$ cat config.mk
export PLATFORM = sky130hd
export DESIGN_NAME = mdor_route_unit
export DESIGN_NICKNAME = d
export VERILOG_FILES = /design/src/rtl/mdor_pkg.sv /design/src/rtl/mdor_offset.sv /design/src/rtl/mdor_select.sv /design/src/rtl/mdor_route_unit.sv
export SDC_FILE = /design/constraint.sdc
export NUM_CORES = 1
export LEC_CHECK = 0
export ABC_AREA = 1
export BUFFER_PORTS_ARGS = -buffer_cell sky130_fd_sc_hd__buf_2
export CORE_MARGIN = 4
export CORE_UTILIZATION = 45
export DETAILED_ROUTE_END_ITERATION = 7
export PLACE_DENSITY = 0.85
export SLEW_MARGIN = 20
export SYNTH_ARGS = -nofsm -noshare
export SYNTH_HDL_FRONTEND = slang
export SYNTH_SLANG_ARGS = --single-unit
$ cat constraint.sdc
create_clock -name clk -period 3.24 [get_ports clk]
set_input_delay 0.648 -clock clk [delete_from_list [all_inputs] [get_ports clk]]
set_output_delay 0.648 -clock clk [all_outputs]
set_load 0.02 [all_outputs]
$ cat src/rtl/mdor_pkg.sv
package mdor_pkg;
   localparam int unsigned NPORT = 5;
   localparam int unsigned P_WEST  = 0;
   localparam int unsigned P_EAST  = 1;
   localparam int unsigned P_SOUTH = 2;
   localparam int unsigned P_NORTH = 3;
   localparam int unsigned P_LOCAL = 4;
   typedef logic [NPORT-1:0] port_vec_t;

   typedef struct packed {
      logic x_neg;
      logic x_pos;
      logic y_neg;
      logic y_pos;
   } offs_sign_t;
endpackage

$ cat src/rtl/mdor_offset.sv
module mdor_offset #(
   parameter int unsigned X_W = 4,
   parameter int unsigned Y_W = 4
) (
   input  logic [X_W-1:0]          my_x,
   input  logic [Y_W-1:0]          my_y,
   input  logic [X_W-1:0]          dst_x,
   input  logic [Y_W-1:0]          dst_y,
   output mdor_pkg::offs_sign_t    sgn
);
   localparam int unsigned DXW = X_W + 1;
   localparam int unsigned DYW = Y_W + 1;

   logic signed [DXW-1:0] dx;
   logic signed [DYW-1:0] dy;

   always_comb begin
      dx = $signed({1'b0, dst_x}) - $signed({1'b0, my_x});
      dy = $signed({1'b0, dst_y}) - $signed({1'b0, my_y});
      sgn.x_neg = dx[DXW-1];
      sgn.x_pos = !dx[DXW-1] && (dx != '0);
      sgn.y_neg = dy[DYW-1];
      sgn.y_pos = !dy[DYW-1] && (dy != '0);
   end
endmodule

$ cat src/rtl/mdor_select.sv
module mdor_select #(
   parameter bit ADAPT_EN = 1'b1
) (
   input  mdor_pkg::offs_sign_t sgn,
   input  logic                 mode,
   input  logic [3:0]           cong,
   output mdor_pkg::port_vec_t  port
);
   import mdor_pkg::*;

   port_vec_t det_port;

   always_comb begin
      det_port = '0;
      if (sgn.x_neg)      det_port[P_WEST]  = 1'b1;
      else if (sgn.x_pos) det_port[P_EAST]  = 1'b1;
      else if (sgn.y_neg) det_port[P_SOUTH] = 1'b1;
      else if (sgn.y_pos) det_port[P_NORTH] = 1'b1;
      else                det_port[P_LOCAL] = 1'b1;
   end

   generate
      if (ADAPT_EN) begin : g_adapt
         port_vec_t wf_port;
         logic      y_busy;
         always_comb begin
            wf_port = '0;
            y_busy  = sgn.y_neg ? cong[P_SOUTH] : cong[P_NORTH];
            if (sgn.x_neg) begin
               wf_port[P_WEST] = 1'b1;
            end else if (sgn.x_pos && (sgn.y_neg || sgn.y_pos)) begin
               if (cong[P_EAST] && !y_busy) begin
                  if (sgn.y_neg) wf_port[P_SOUTH] = 1'b1;
                  else           wf_port[P_NORTH] = 1'b1;
               end else begin
                  wf_port[P_EAST] = 1'b1;
               end
            end else begin
               wf_port = det_port;
            end
         end
         assign port = mode ? wf_port : det_port;
      end else begin : g_fixed
         logic unused_adapt;
         assign unused_adapt = ^{mode, cong};
         assign port = det_port;
      end
   endgenerate
endmodule

$ cat src/rtl/mdor_route_unit.sv
module mdor_route_unit #(
   parameter int unsigned X_W      = 4,
   parameter int unsigned Y_W      = 4,
   parameter bit          ADAPT_EN = 1'b1
) (
   input  logic           clk,
   input  logic           rst_n,
   input  logic           hdr_valid,
   input  logic           mode,
   input  logic [X_W-1:0] my_x,
   input  logic [Y_W-1:0] my_y,
   input  logic [X_W-1:0] dst_x,
   input  logic [Y_W-1:0] dst_y,
   input  logic [3:0]     cong,
   output logic [4:0]     port_sel
);
   import mdor_pkg::*;

   initial begin
      assert (X_W >= 1 && X_W <= 16) else $error("X_W out of range");
      assert (Y_W >= 1 && Y_W <= 16) else $error("Y_W out of range");
   end

   offs_sign_t sgn;
   port_vec_t  next_port;
   port_vec_t  port_q;

   mdor_offset #(.X_W(X_W), .Y_W(Y_W)) u_offset (
      .my_x(my_x), .my_y(my_y), .dst_x(dst_x), .dst_y(dst_y), .sgn(sgn)
   );

   mdor_select #(.ADAPT_EN(ADAPT_EN)) u_select (
      .sgn(sgn), .mode(mode), .cong(cong), .port(next_port)
   );

   always_ff @(posedge clk) begin
      if (!rst_n)         port_q <= '0;
      else if (hdr_valid) port_q <= next_port;
   end

   assign port_sel = port_q;
endmodule

==> results.sh <==
export IMPL_worstSetupStartpointType="input pin"
export IMPL_yosysSeqAreaShare_pct=16.6
export IMPL_final_nets=162
export IMPL_cts_buffers_inserted=3
export IMPL_min_path_cells=2
export IMPL_clock_sinks=5
export IMPL_grt_max_degree=7
export IMPL_grt_util_all_layers_pct=15.7
export IMPL_p_switching_w=0.0000853
export IMPL_place_congestion=0.718
export IMPL_status="finished, final reports clean"
export IMPL_worstReg2RegStart="port_sel[4]"
export IMPL_worst_setup_path_type="input pin to flip-flop"
export IMPL_end_kind="flip-flop"
export IMPL_path_max_fanout=3
export IMPL_core_area_sq_um=1190
export IMPL_grt_first_pass_wirelength_mm=2.29
export IMPL_r2r_end="port_sel[4]"
export IMPL_ys_ff_latch=5
export IMPL_vias=666
export IMPL_clk_latency_ns=0.25
export IMPL_setup_tns_ns=0
export IMPL_rr_worst_depth=2
export IMPL_avgRoutedWirePerCell_microns=9.36
export IMPL_regArea_sq_um=100
export IMPL_drv_slew=0
export IMPL_finClkSkew_ns=0
export IMPL_fill_cells=117
export IMPL_grt_pass1_vias=633
export IMPL_antenna_found_initial=0
export IMPL_ctsHoldBuffers=0
export IMPL_dr_wl_met3_microns=104
export IMPL_power_density_nw_per_um2=304
export IMPL_largest_reg_flops=5
export IMPL_synth_cell_types=18
export IMPL_min_delay_start="port_sel[2]"
export IMPL_hpwl_mm=1.19
export IMPL_slew_headroom_pct=89.0
export IMPL_first_iter_violations=8
export IMPL_synth_edf_count=0
export IMPL_post_drt_via_cell_ratio=4.72
export IMPL_die_h_microns=44.6
export IMPL_initial_core_util_pct=50.8
export IMPL_wl_met2_microns=688
export IMPL_multiInputGateArea_sq_um=409
export IMPL_layout_drive_gt1_share_pct=29.9
export IMPL_top_level_ports=29
export IMPL_drc_errors=0
export IMPL_n_antenna_cell=0
export IMPL_synth_async_reset_ratio_pct=0
export IMPL_drt_pass1_iter_count=4
export IMPL_required_ns=3.41
export IMPL_hold_end="port_sel[2]"
export IMPL_synthFlopType="dfxtp_1"
export IMPL_tightest_slew_ns=0.166
export IMPL_fin_crit_ns=1.99
export IMPL_synthCells=96
export IMPL_holdWs_ns=0.459
export IMPL_post_cts_setup_buffers=0
export IMPL_vdd_ir_drop_max_uv=193
export IMPL_post_cts_resized=0
export IMPL_synth_area_leaders="dfxtp_1 17%, ha_1 17%, inv_1 14%, nand2_1 14%, nand3_1 7.5%"
export IMPL_htreeDepth=1
export IMPL_ys_top_cells_by_count="23 x inv_1, 23 x nand2_1, 9 x nand3_1"
export IMPL_std_cell_rows=12
export IMPL_area_growth_pct=29.7
export IMPL_avgSynthCellArea_sq_um=6.28
export IMPL_p_leak_nw=0.483
export IMPL_comb_power_share_pct=40.3
export IMPL_yosysTopAreaCellShare_pct=16.6
export IMPL_cts_tree="yes"
export IMPL_die_x_microns=44.6
export IMPL_synth_area_sq_um=603
export IMPL_syn_nets=130
export IMPL_clockRootBuffer="clkbuf_4"
export IMPL_clk_pin_slew_ns=0.05
export IMPL_setup_viol=0
export IMPL_r2r_slack_ns=2.60
export IMPL_die_area_sq_um=1990
export IMPL_cp_arrival_ns=2.16
export IMPL_io_buffer_count=27
export IMPL_hp_class="flip-flop to flip-flop"
export IMPL_seqPwrFrac_pct=27.9
export IMPL_m1WireLength_microns=510
export IMPL_ant_nets=0
export IMPL_internal_power_w=0.000153
export IMPL_clk_path_buf_depth=2
export IMPL_dr_max_layer_used="met4"
export IMPL_ys_warn_count=0
export IMPL_drt_wl_total_mm=1.32
export IMPL_fmax_mhz=502
export IMPL_grt_overflow=0
export IMPL_power_share_clock_pct=31.8
export IMPL_switching_share_pct=35.8
export IMPL_rsz0062_at_grt="no"
export IMPL_hold_violations=0
export IMPL_synth_area_leader_cell="dfxtp_1"
export IMPL_fin_crit_sh_pct=61.4
export IMPL_drv_cap=0
-- power by group through the flow --
stage / sequential, W / combinational [W] / clock (W)
6_report: 0.0000665 / 0.0000958 / 0.0000756
5_1_grt: 0.0000665 / 0.000112 / 0.0000870
4_1_cts: 0.0000664 / 0.0000970 / 0.0000794
3_5_place_dp: 0.0000675 / 0.0000966 / 0
3_3_place_gp: 0.0000674 / 0.0000912 / 0
2_1_floorplan: 0.0000719 / 0.0000624 / 0
-- layout by cell type (no fill, tap or decap) --
cell type | synthesis | routed
nor2_1 | 7 | 7
a21oi_1 | 5 | 5
o21ai_0 | 2 | 2
or2_1 | 1 | 1
a21oi_2 | 2 | 2
nand2_1 | 23 | 23
nand4_1 | 2 | 2
buf_2 | 0 | 27
dfxtp_1 | 5 | 5
ha_1 | 8 | 8
nor2_2 | 1 | 1
o21bai_2 | 1 | 1
o21ai_2 | 1 | 1
nand3_1 | 9 | 9
clkbuf_1 | 0 | 1
inv_2 | 2 | 2
inv_1 | 23 | 23
fa_1 | 2 | 2
nand3b_1 | 1 | 1
nand2_2 | 1 | 1
clkbuf_4 | 0 | 3
-- worst max-delay path, cell delays in order --
cell	delay (ns)
buf_2	0.10
ha_1	0.18
inv_1	0.10
fa_1	0.41
inv_1	0.06
nand2_1	0.05
nor2_1	0.09
nand3_1	0.11
nor2_2	0.14
nand4_1	0.10
a21oi_1	0.17
-- worst max path at each step --
stage              from           to  slack, ns  depth (start not counted)
3_5_place_dp    my_y[0]  port_sel[4]       1.00                         11
6_report        my_y[0]  port_sel[4]       1.25                         11
3_3_place_gp   dst_y[0]  port_sel[3]       1.05                         12
4_1_cts         my_y[0]  port_sel[4]       1.26                         11
5_1_grt        dst_y[0]  port_sel[3]       1.15                         12
2_1_floorplan  dst_y[0]  port_sel[3]       1.25                         12
-- layer usage --
metal,GRT usage [%],vias up
met5,0,-
met4,9.04,0
met3,5.28,2
met2,29.2,21
met1,14.5,285
li1,-,358
-- kinds of logic (layout without fill, tap and decap cells) --
family                   count (synthesis)  in the layout  share of synthesized area [%]
AND/OR/NAND/NOR                         45             45                           32.6
buffers and inverters                   25             56                           15.6
flip-flops                               5              5                           16.6
AO/OA/AOI/OAI                           11             11                           12.0
adder cells (fa/ha/maj)                 10             10                           23.2
-- layout make-up --
cell class | instances | share of cell area, %
clock buffer | 4 | 3.36
inverter | 25 | 12.0
multi-input combinational | 66 | 52.3
sequential | 5 | 12.8
tap | 14 | 2.24
timing repair buffer | 27 | 17.3
-- per-stage QoR --
step / power, W / instance area [sq um] / setup slack, ns / instances / util (%)
2_1_floorplan: 0.000134 / 603 / 1.25 / 96 / -
3_3_place_gp: 0.000159 / 756 / 1.05 / 137 / 63.7
3_5_place_dp: 0.000164 / 756 / 1.00 / 137 / 63.7
4_1_cts: 0.000243 / 782 / 1.26 / 141 / 65.9
5_1_grt: 0.000266 / 782 / 1.15 / 141 / 65.9
6_report: 0.000238 / 782 / 1.25 / 141 / 65.9
(Power assumes the default switching activity.)
